<file path="config.mk">
export PLATFORM = sky130hd
export DESIGN_NAME = prot_unlock_seq
export DESIGN_NICKNAME = d
export VERILOG_FILES = /design/src/rtl/prot_unlock_seq.sv
export SDC_FILE = /design/constraint.sdc
export NUM_CORES = 1
export LEC_CHECK = 0
export BUFFER_PORTS_ARGS = -buffer_cell sky130_fd_sc_hd__buf_2
export CAP_MARGIN = 40
export CELL_PAD_IN_SITES_DETAIL_PLACEMENT = 1
export CELL_PAD_IN_SITES_GLOBAL_PLACEMENT = 2
export CORE_AREA = 2 2 65 92
export CTS_BUF_LIST = sky130_fd_sc_hd__clkbuf_2
export CTS_CLUSTER_SIZE = 25
export DETAILED_ROUTE_END_ITERATION = 8
export DIE_AREA = 0 0 67 94
export PLACE_DENSITY_LB_ADDON = 0.12
export SETUP_SLACK_MARGIN = 0.2
export SLEW_MARGIN = 40
export SYNTH_ARGS = -nofsm -noshare
export SYNTH_HDL_FRONTEND = slang
export SYNTH_SLANG_ARGS = --single-unit
</file>
<file path="constraint.sdc">
create_clock -name clk -period 4.07 [get_ports clk]
set_input_delay 0.2035 -clock clk [delete_from_list [all_inputs] [get_ports clk]]
set_output_delay 0.2035 -clock clk [all_outputs]
set_load 0.01 [all_outputs]
</file>
<file path="src/rtl/prot_unlock_seq.sv">
module prot_unlock_seq #(
  parameter int ADDR_W = 12,
  parameter int DATA_W = 32,
  parameter int CFG_W = 16,
  parameter logic [ADDR_W-1:0] LOCK_ADDR = 12'h100,
  parameter logic [ADDR_W-1:0] CFG_ADDR = 12'h200,
  parameter logic [DATA_W-1:0] KEY_A = 32'h59,
  parameter logic [DATA_W-1:0] KEY_B = 32'h16,
  parameter logic [DATA_W-1:0] KEY_C = 32'h88,
  parameter logic [CFG_W-1:0] CFG_RST = 16'h0007,
  parameter logic [CFG_W-1:0] PROT_MASK = 16'h003F
) (
  input  logic              clk,
  input  logic              rst_n,
  input  logic              wr_en,
  input  logic              rd_en,
  input  logic [ADDR_W-1:0] addr,
  input  logic [DATA_W-1:0] wdata,
  output logic [DATA_W-1:0] rdata,
  output logic              prot_wr_ok,
  output logic [CFG_W-1:0]  cfg_q
);
  typedef enum logic [1:0] {WAIT_A, WAIT_B, WAIT_C} step_t;

  step_t step;
  logic  unl;

  wire lock_wr = wr_en && (addr == LOCK_ADDR);
  wire cfg_wr  = wr_en && (addr == CFG_ADDR);
  wire is_zero = (wdata == '0);
  wire hit_a   = (wdata == KEY_A);

  always_ff @(posedge clk or negedge rst_n) begin
    if (!rst_n) begin
      step <= WAIT_A;
      unl  <= 1'b0;
    end else if (lock_wr) begin
      if (is_zero) begin
        unl  <= 1'b0;
        step <= WAIT_A;
      end else if (!unl) begin
        case (step)
          WAIT_A: step <= hit_a ? WAIT_B : WAIT_A;
          WAIT_B: step <= (wdata == KEY_B) ? WAIT_C : (hit_a ? WAIT_B : WAIT_A);
          WAIT_C: begin
            if (wdata == KEY_C) begin
              unl  <= 1'b1;
              step <= WAIT_A;
            end else begin
              step <= hit_a ? WAIT_B : WAIT_A;
            end
          end
          default: step <= WAIT_A;
        endcase
      end
    end
  end

  always_ff @(posedge clk or negedge rst_n) begin
    if (!rst_n)
      cfg_q <= CFG_RST;
    else if (cfg_wr)
      cfg_q <= unl ? wdata[CFG_W-1:0]
                   : (cfg_q & PROT_MASK) | (wdata[CFG_W-1:0] & ~PROT_MASK);
  end

  assign prot_wr_ok = unl;

  always_comb begin
    rdata = '0;
    if (rd_en) begin
      if (addr == LOCK_ADDR)     rdata[0] = unl;
      else if (addr == CFG_ADDR) rdata[CFG_W-1:0] = cfg_q;
    end
  end
endmodule


</file>
==> results.md, run 1 <==
- Setup-failing EPs final: 0
- Root cell of the clock tree: clkbuf_2
- First drt pass iteration count: 4
- Hold/Removal Path Class: primary input to register
- Worst path bufs/invs: 0
- Worst-path fanout max: 7
- Max Cap Viol: 0
- Worst setup EP type: register
- Post-synth top cells: 16 x buf_4, 16 x dfrtp_1, 15 x and2_1, 14 x mux2_1, 7 x nor4_1
- Worst Setup EP: step[0]
- Worst rel slew slack: 63.09%
- Cts repair resizes: 0
- CP Launch Type: register
- Synth Area in Adders: 0%
- Synth area leaders: dfrtp_1 32%, mux2_1 13%, buf_4 9.7%, and2_1 7.6%, dfstp_2 6.4%
- Peak supply drop: 0.00006131 V
- Worst-Skew Late Latency: 0.31 ns
- Synth Area in Compound Gates: 5.781%
- Total power per unit cell area: 192.7 nW/um^2
- Final HPWL DP: 3.223 mm
- Row count: 32
- N_diodes: 0
- Layout cell share with drive strength beyond 1: 48.50%
- Critical Path Stages: 4
- FFs w/ async S/R, synth: 100.0%
- Io pins: 97
- CTS tree: built
- Slew Viols, Final: 0
- Worst R2R Setup Slack: 2.15 ns
- Fin Setup TNS: 0 ns
- Die Y: 94 microns
- Reg-to-reg endpoint: step[0]
- Tmin final: 1.918 ns
- Via-to-Cell Ratio: 4.489
- Pin count of the biggest net entering global routing: 20
- Clock slew at reported path FFs: 0.17 ns
- P&R area growth vs syn: 35.90%
- Crit path from: prot_wr_ok
- 1st-iter DRT viols: 10
- Total global routing track utilization: 12.37%
- Total number of vias: 1203
- Die footprint: 6298 sq um
- Routed Antenna Nets: 0
- Die X-Extent: 67 microns
- Ys flop type: dfrtp_1
- Gr ovfl total: 0
- Status: completed
- Initial antenna violation count: 0
- GP Congestion: 0.7508
- Vias in the first global route: 1287
- Worst-Margin Slew: 0.5397 ns
- Cell taking the most area after synthesis: dfrtp_1
- Cell Chain, Critical Path: or4b_1 > a2111oi_0 > a41oi_1 > nand2_1
- WP data required: 4.33 ns
- Fin crit share: 47.13%
- Final hold slack: 0.1229 ns
- Yosys warns: 0
- Data arrival time of the critical path: 2.17 ns
- Total routed wirelength: 3.701 mm
- Number of distinct library cells after synthesis: 34
- PortBufs: 80
- Critical path's slowest cell: or4b_1
- Core area: 5445 sq um
- Final Hold Viols: 0
- Initial Util: 22.66%
- Leakage: 0.9359 nW
- EDFF count, synth: 0
- Top cell type's share of synthesized area: 32.45%
- First-pass GRT wire length: 5.947 mm
- Setup bufs post-CTS: 0
- Mapped Area: 1234 sq um
- H-tree depth: 1
- Crit Path Class: register to register
- Total CTS buffers: 3
- Clk_skew: 0.006507 ns
- Combinational family with the most area after synthesis: simple AND/OR/NAND/NOR gates
- Post-synthesis mux area share: 14.60%
- Reg2Reg Launch Point: prot_wr_ok
- Wire per inst: 13.81 microns
- Mapped Cells: 118
- Sequential area share after synthesis: 38.84%
- Drt drc: 0
- Max Freq: 521.4 MHz
- CP max stage delay: 0.57 ns
- Syn_area_per_cell: 10.45 sq um
- R2R depth: 4
- RSZ-0062 raised after global routing: false
- Kind of cell adding the most delay to the critical path: compound AO/OA/AOI/OAI gates
- Synth Area in Simple Gates: 29.11%
- Synthesis-stage register bit count: 19
- CTS Hold Buffers Added: 1
- Layout Nets: 249
- Xor/xnor share of the synthesized area: 0%
- Sinks on Clock Net: 19
- Max Buffers Root-to-Sink: 2
layer usage:
layer | global-route usage (%) | part of all wire (%)
met4 | 5.612 | 1.8
met5 | 0 | 0
met1 | 14.05 | 39
met2 | 22.28 | 53
met3 | 1.559 | 6.2
flip-flops by register name, summed over array words and instances, names as in the netlist:
signal,count
cfg_q,16
step,2
prot_wr_ok,1
area by class of cell:
cell class,instances,area (sq um)
Fill cell,668,3769
Multi-Input combinational cell,93,670.6
Sequential cell,19,479.2
Timing Repair Buffer,81,410.4
Tap cell,68,85.08
Clock buffer,4,20.02
Inverter,3,11.26
placed cells by master, fill, tap and decap left out, drive strengths merged:
master,count
a2111oi,1
a21oi,2
a41oi,4
and2,16
and3,3
and3b,1
and4,2
buf,80
clkbuf,4
conb,16
dfrtp,16
dfstp,3
dlygate4sd3,1
inv,3
mux2,16
nand2,5
nand2b,1
nand3b,2
nand4,3
nand4b,1
nor2,1
nor2b,1
nor3,1
nor4,9
nor4b,1
o311ai,2
or2,1
or4,2
or4b,1
or4bb,1
cell families after synthesis:
group,after synthesis
DFF,19
AOI/OAI and AO/OA,9
buffers and inverters,21
other,1
muxes,16
and+or+nand+nor,52
power by group:
group	internal, mW	switching, mW	total, mW
Combinational	0.0216	0.0267	0.0483
Sequential	0.190	0.000435	0.190
Clock	0.0260	0.0583	0.0844
Total	0.238	0.0855	0.323
through the flow:
stage	utilization [%]	total power [mW]	setup slack, ns	instance area, sq um	cells
global route	30.79	0.3423	1.905	1677	268
detailed placement	30.24	0.2417	2.103	1647	263
floorplan	-	0.2191	2.435	1290	133
global placement	30.24	0.2400	2.155	1647	263
finish	30.79	0.3230	2.152	1677	268
CTS	30.79	0.3306	2.098	1677	268
how the worst min path moves through the flow:
| stage | from | endpoint | depth (start not counted) |
|---|---|---|---|
| floorplan | rst_n | cfg_q[10] | 0 |
| global placement | rst_n | cfg_q[9] | 1 |
| detailed placement | rst_n | cfg_q[9] | 1 |
| CTS | wdata[12] | cfg_q[12] | 2 |
| global route | wdata[15] | cfg_q[15] | 2 |
| finish | wdata[9] | cfg_q[9] | 2 |
(Power assumes the default switching activity.)
==> run 2: changes to the inputs <==
--- a/config.mk
+++ b/config.mk
@@ -9,11 +9,11 @@
 export CAP_MARGIN = 40
 export CELL_PAD_IN_SITES_DETAIL_PLACEMENT = 1
 export CELL_PAD_IN_SITES_GLOBAL_PLACEMENT = 2
-export CORE_AREA = 2 2 65 92
+export CORE_AREA = 2 2 68 96
 export CTS_BUF_LIST = sky130_fd_sc_hd__clkbuf_2
 export CTS_CLUSTER_SIZE = 25
 export DETAILED_ROUTE_END_ITERATION = 8
-export DIE_AREA = 0 0 67 94
+export DIE_AREA = 0 0 70 98
 export PLACE_DENSITY_LB_ADDON = 0.12
 export SETUP_SLACK_MARGIN = 0.2
 export SLEW_MARGIN = 40
==> constraint.sdc (replaced) <==
create_clock -name clk -period 1.83 [get_ports clk]
set_input_delay 0.0915 -clock clk [delete_from_list [all_inputs] [get_ports clk]]
set_output_delay 0.0915 -clock clk [all_outputs]
set_load 0.01 [all_outputs]
==> results.md, run 2 (synthesized netlist as in run 1, its figures left out) <==
- CP Launch Type: primary input (was register)
- Drt drc: 0 (unchanged)
- Setup-failing EPs final: 0 (unchanged)
- Root cell of the clock tree: clkbuf_2 (unchanged)
- Max Freq: 611.1 MHz
- Status: completed (unchanged)
- Via-to-Cell Ratio: 4.374 (was 4.489)
- H-tree depth: 1 (unchanged)
- WL met1: 1.510 mm (was 1.452 mm)
- Worst-path fanout max: 3 (was 7)
- Tmin final: 1.636 ns
- Worst setup EP type: register (unchanged)
- Total CTS buffers: 3 (unchanged)
- Worst R2R Setup Slack: 0.28 ns (was 2.15 ns)
- Total power per unit cell area: 387.4 nW/um^2 (was 192.7 nW/um^2)
- PortBufs: 80 (unchanged)
- Peak supply drop: 0.0001829 V (was 0.00006131 V)
- Die X-Extent: 70 microns (was 67 microns)
- WP data required: 2.04 ns (was 4.33 ns)
- Top Layer Used: met4 (unchanged)
- Worst Hold End: cfg_q[0] (was cfg_q[9])
- Crit Path Class: primary input to register (was register to register)
- Initial antenna violation count: 0 (unchanged)
- Final Hold Viols: 0 (unchanged)
- Reg-to-reg endpoint: step[0] (unchanged)
- DR WL met2: 2.294 mm (was 1.953 mm)
- Worst path bufs/invs: 2 (was 0)
- Leakage: 1.020 nW (was 0.9359 nW)
- Critical path's slowest cell: dlygate4sd3_1 (was or4b_1)
- Most frequent cells in the layout: 80 x buf_2, 16 x conb_1, 16 x dfrtp_1 (unchanged)
- Wire per inst: 13.99 microns (was 13.81 microns)
- Die footprint: 6860 sq um (was 6298 sq um)
- Initial Util: 20.42% (was 22.66%)
- Die Y: 98 microns (was 94 microns)
- Max Buffers Root-to-Sink: 2 (unchanged)
- CP max stage delay: 0.53 ns (was 0.57 ns)
- RSZ-0062 raised after global routing: true (was false)
- Pin count of the biggest net entering global routing: 20 (unchanged)
- Largest Register: cfg_q (unchanged)
- Layout cell share with drive strength beyond 1: 51.61% (was 48.50%)
- Hold Path Origin: wdata[0] (was wdata[9])
- GP Congestion: 0.6976 (was 0.7508)
- DP Area: 1702 sq um (was 1647 sq um)
- Total chip power: 749.4 uW (was 323.0 uW)
- First drt pass iteration count: 3 (was 4)
- Core area: 6041 sq um (was 5445 sq um)
- Hold/Removal Path Class: primary input to register (unchanged)
- Commonest non-fill, non-tap cell in the layout: buf_2 (unchanged)
- Final HPWL DP: 3.256 mm (was 3.223 mm)
- Sinks on Clock Net: 19 (unchanged)
- N_diodes: 0 (unchanged)
- Fin crit share: 89.42%
- Max Cap Viol: 0 (unchanged)
- Total number of vias: 1264 (was 1203)
- Kind of cell adding the most delay to the critical path: simple AND/OR/NAND/NOR gates (was compound AO/OA/AOI/OAI gates)
- Clk_skew: 0.01188 ns (was 0.006507 ns)
- Io pins: 97 (unchanged)
- 1st-iter DRT viols: 10 (unchanged)
- Clock slew at reported path FFs: 0.20 ns (was 0.17 ns)
- Final hold slack: 0.03639 ns (was 0.1229 ns)
- Reg2Reg Launch Point: prot_wr_ok (unchanged)
- First-pass GRT wire length: 6.492 mm (was 5.947 mm)
- Worst hold stages: 2 (unchanged)
- Gr ovfl total: 0 (unchanged)
- CTS tree: built (unchanged)
- Worst-Skew Late Latency: 0.31 ns (about the same)
- Row count: 34 (was 32)
- Slew Viols, Final: 0 (unchanged)
- Data arrival time of the critical path: 1.85 ns (was 2.17 ns)
- Cell area after layout: 1934 sq um (was 1677 sq um)
- Setup bufs post-CTS: 0 (unchanged)
- Filler cell count: 747 (was 668)
- Cell Chain, Critical Path: dlygate4sd3_1 > buf_2 > or2_2 > or4_4 > o311ai_2 > nand2_1 (was or4b_1 > a2111oi_0 > a41oi_1 > nand2_1)
- Routed Antenna Nets: 0 (unchanged)
- Largest register FFs: 16 (unchanged)
- Total global routing track utilization: 11.48% (was 12.37%)
- Layout Nets: 266 (was 249)
- Met3 wire length: 222 microns (was 228 microns)
- Fin Setup TNS: 0 ns (unchanged)
- Total routed wirelength: 4.042 mm (was 3.701 mm)
- R2R depth: 4 (unchanged)
- Vias in the first global route: 1346 (was 1287)
- P&R area growth vs syn: 56.80% (was 35.90%)
run 2: worst max path at each step:
stage | startpoint | endpoint | slack, ns | cells after the start
floorplan | prot_wr_ok | step[0] | 0.22 | 4
global placement | wdata[0] | prot_wr_ok | 0.12 | 5
detailed placement | wdata[0] | prot_wr_ok | 0.08 | 5
CTS | wdata[3] | prot_wr_ok | 0.22 | 6
global route | wdata[3] | step[0] | 0.17 | 6
finish | wdata[3] | step[1] | 0.19 | 6
run 2: timing repair:
| action | CTS | global route |
|---|---|---|
| hold endpoints to repair | 28 | 0 |
| resized for setup | 2 | 12 |
| hold buffers | 13 | 0 |
| setup endpoints to repair | 1 | 18 |
run 2: final cells by class:
class	count	area, sq um	share of cell area [%]
Timing Repair Buffer	98	580.6	30.01
Multi-Input combinational cell	93	753.2	38.94
Tap cell	72	90.09	4.657
Clock inverter	1	5.005	0.2587
Clock buffer	3	15.01	0.7762
Sequential cell	19	479.2	24.77
Inverter	3	11.26	0.5821
run 2: power by group:
part / leakage, nW / internal (mW) / total (mW) / switching [mW]
Combinational: 0.765 / 0.0680 / 0.138 / 0.0699
Clock: 0.0164 / 0.0495 / 0.188 / 0.139
Sequential: 0.239 / 0.423 / 0.423 / 0.000968
Total: 1.02 / 0.540 / 0.749 / 0.209
run 2: worst reg2reg max path: stages (launching register included):
cell,delay [ns]
dfrtp_1,0.42
or4b_4,0.56
a2111oi_4,0.28
a41oi_1,0.15
nand2_1,0.09
run 2: per-layer routing:
| layer | track usage (%) | vias to the layer above |
|---|---|---|
| met1 | 13.38 | 610 |
| met3 | 1.651 | 2 |
| li1 | - | 601 |
| met5 | 0 | - |
| met2 | 21.76 | 51 |
| met4 | 2.663 | 0 |
run 2: metrics by stage:
step / util, % / std cells / setup WS [ns]
4_1_cts: 30.76 / 289 / 0.2182
5_1_grt: 32.02 / 289 / 0.1658
2_1_floorplan: - / 133 / 0.2232
3_5_place_dp: 28.17 / 272 / 0.07775
3_3_place_gp: 28.17 / 272 / 0.1182
6_report: 32.02 / 289 / 0.1936
==> run 3: changes to the inputs <==
==> constraint.sdc (replaced) <==
create_clock -name clk -period 1.83 [get_ports clk]
set_input_delay 0.2745 -clock clk [delete_from_list [all_inputs] [get_ports clk]]
set_output_delay 0.2745 -clock clk [all_outputs]
set_load 0.01 [all_outputs]
==> results.md, run 3 (synthesized netlist as in run 1, its figures left out) <==
- Drt drc: 0 (unchanged)
- Initial Util: 20.42% (unchanged)
- CP Launch Type: primary input (unchanged)
- Worst-path fanout max: 8 (was 3)
- GR Util met3: 1.961% (was 1.651%)
- Met2 Track Usage GR: 24.84% (was 21.76%)
- Worst setup EP type: primary output (was register)
- DP Area: 1769 sq um (was 1702 sq um)
- Sequential cell area: 480.5 sq um (was 479.2 sq um)
- Max Buffers Root-to-Sink: 2 (unchanged)
- Routed Antenna Nets: 0 (unchanged)
- Total chip power: 751.0 uW (was 749.4 uW)
- N_diodes: 0 (unchanged)
- Row count: 34 (unchanged)
- Cell area after layout: 2048 sq um (was 1934 sq um)
- Final Hold Viols: 0 (unchanged)
- Crit path from: addr[4] (was wdata[3])
- Setup-failing EPs final: 0 (unchanged)
- Largest Register: cfg_q (unchanged)
- R2R depth: 4 (unchanged)
- Filler cell count: 714 (was 747)
- Clock slew at reported path FFs: 0.19 ns (was 0.20 ns)
- Gr ovfl total: 0 (unchanged)
- Data arrival time of the critical path: 1.49 ns (was 1.85 ns)
- RSZ-0062 raised after global routing: true (unchanged)
- Via-to-Cell Ratio: 4.443 (was 4.374)
- Root cell of the clock tree: clkbuf_2 (unchanged)
- Total routed wirelength: 4.299 mm (was 4.042 mm)
- Most frequent cells in the layout: 62 x buf_2, 19 x buf_6, 16 x conb_1 (was 80 x buf_2, 16 x conb_1, 16 x dfrtp_1)
- Initial antenna violation count: 0 (unchanged)
- Die X-Extent: 70 microns (unchanged)
- First-pass GRT wire length: 6.920 mm (was 6.492 mm)
- Leakage: 1.061 nW (was 1.020 nW)
- Multi-input logic area: 762.0 sq um (was 753.2 sq um)
- Hold/Removal Path Class: primary input to register (unchanged)
- Total global routing track utilization: 12.64% (was 11.48%)
- Vias in the first global route: 1354 (was 1346)
- Worst-Skew Late Latency: 0.32 ns (was 0.31 ns)
- WP data required: 1.56 ns (was 2.04 ns)
- Worst R2R Setup Slack: 0.18 ns (was 0.28 ns)
- 1st-iter DRT viols: 7 (was 10)
- Commonest non-fill, non-tap cell in the layout: buf_2 (unchanged)
- Reg2Reg Launch Point: prot_wr_ok (unchanged)
- Largest register FFs: 16 (unchanged)
- Grt met1 use: 13.06% (was 13.38%)
- Layout Nets: 264 (was 266)
- CTS tree: built (unchanged)
- GP Congestion: 0.7238 (was 0.6976)
- Die footprint: 6860 sq um (unchanged)
- Reg-to-reg endpoint: step[0] (unchanged)
- Fin crit share: 96.28% (was 89.42%)
- H-tree depth: 1 (unchanged)
- Clk_skew: 0.001154 ns (was 0.01188 ns)
- PortBufs: 80 (unchanged)
- Sinks on Clock Net: 19 (unchanged)
- Pin count of the biggest net entering global routing: 20 (unchanged)
- Io pins: 97 (unchanged)
- Wire per inst: 14.98 microns (was 13.99 microns)
- Die Y: 98 microns (unchanged)
- Total power per unit cell area: 366.7 nW/um^2 (was 387.4 nW/um^2)
- Max Freq: 567.6 MHz (was 611.1 MHz)
- Crit Path Class: primary input to primary output (was primary input to register)
- Layout cell share with drive strength beyond 1: 62.79% (was 51.61%)
- Peak supply drop: 0.0001425 V (was 0.0001829 V)
- Max Cap Viol: 0 (unchanged)
- Status: completed (unchanged)
- First drt pass iteration count: 4 (was 3)
- Tmin final: 1.762 ns (was 1.636 ns)
- GRT Max-Usage Layer: met2 (unchanged)
- Worst Setup EP: rdata[4] (was step[1])
- Core area: 6041 sq um (unchanged)
- Total number of vias: 1275 (was 1264)
- Total CTS buffers: 3 (unchanged)
- Slew Viols, Final: 0 (unchanged)
- P&R area growth vs syn: 66.02% (was 56.80%)
- Final HPWL DP: 3.466 mm (was 3.256 mm)
## run 3: cell types whose count changed in the layout (fill, tap and decap cells not counted), sizes merged
cell / delta
dlygate4sd3: -12
clkbuf: +1
clkinv: -1
buf: +10
## run 3: routing by layer
layer / routed length (microns) / part of all wire (%) / vias to the layer above
met5: 0 / 0 / -
met4: 85 / 2.0 / 0
met3: 248 / 5.8 / 6
met2: 2464 / 57 / 56
met1: 1501 / 35 / 609
li1: - / - / 604
## run 3: timing repair
item | in CTS | in global routing
setup buffers | 3 | 1
setup endpoints to repair | 17 | 19
hold buffers | 1 | 0
pin swaps | 19 | 1
gates resized for setup | 31 | 13
gates cloned | 1 | 0
hold endpoints to repair | 16 | 0
## run 3: worst max-delay path, cell delays in order
cell and delay [ns]:
buf_6 0.09, nor4_4 0.28, and3_4 0.23, and3_4 0.23
buf_12 0.14, and2_4 0.14, buf_6 0.10
## run 3: area by class of cell
type	count	area share (%)
repair buffers	96	33.41
clock buffers	4	0.9774
inverters	3	0.5498
flip-flops and latches	19	23.46
multi-input cells	93	37.20
well taps	72	4.398
## run 3: worst min-delay path by stage
stage / cells after the start / startpoint / slack (ns) / end
detailed placement: 1 / rst_n / 0.26 / cfg_q[12]
CTS: 2 / wdata[13] / 0.15 / cfg_q[13]
global placement: 1 / rst_n / 0.24 / cfg_q[8]
global route: 2 / wdata[13] / 0.15 / cfg_q[13]
floorplan: 0 / rst_n / -0.02 / cfg_q[10]
finish: 2 / wdata[13] / 0.16 / cfg_q[13]
## run 3: where the power goes
part	switching [mW]	leakage, nW	internal, mW
clock network	0.143	0.0166	0.0578
registers	0.00108	0.238	0.423
logic	0.0668	0.806	0.0600
total	0.211	1.06	0.540
## run 3: stage by stage
| stage | TNS [ns] | hold slack (ns) | utilization [%] | instances | worst slack, ns |
|---|---|---|---|---|---|
| after floorplan | 0 | -0.02109 | - | 133 | 0.1243 |
| after global placement | -0.08029 | 0.2430 | 29.29 | 277 | -0.02724 |
| after detailed placement | -0.3244 | 0.2573 | 29.29 | 277 | -0.1468 |
| after CTS | 0 | 0.1510 | 32.85 | 286 | 0.05846 |
| after global routing | 0 | 0.1515 | 33.91 | 287 | 0.007885 |
| final | 0 | 0.1611 | 33.91 | 287 | 0.06812 |
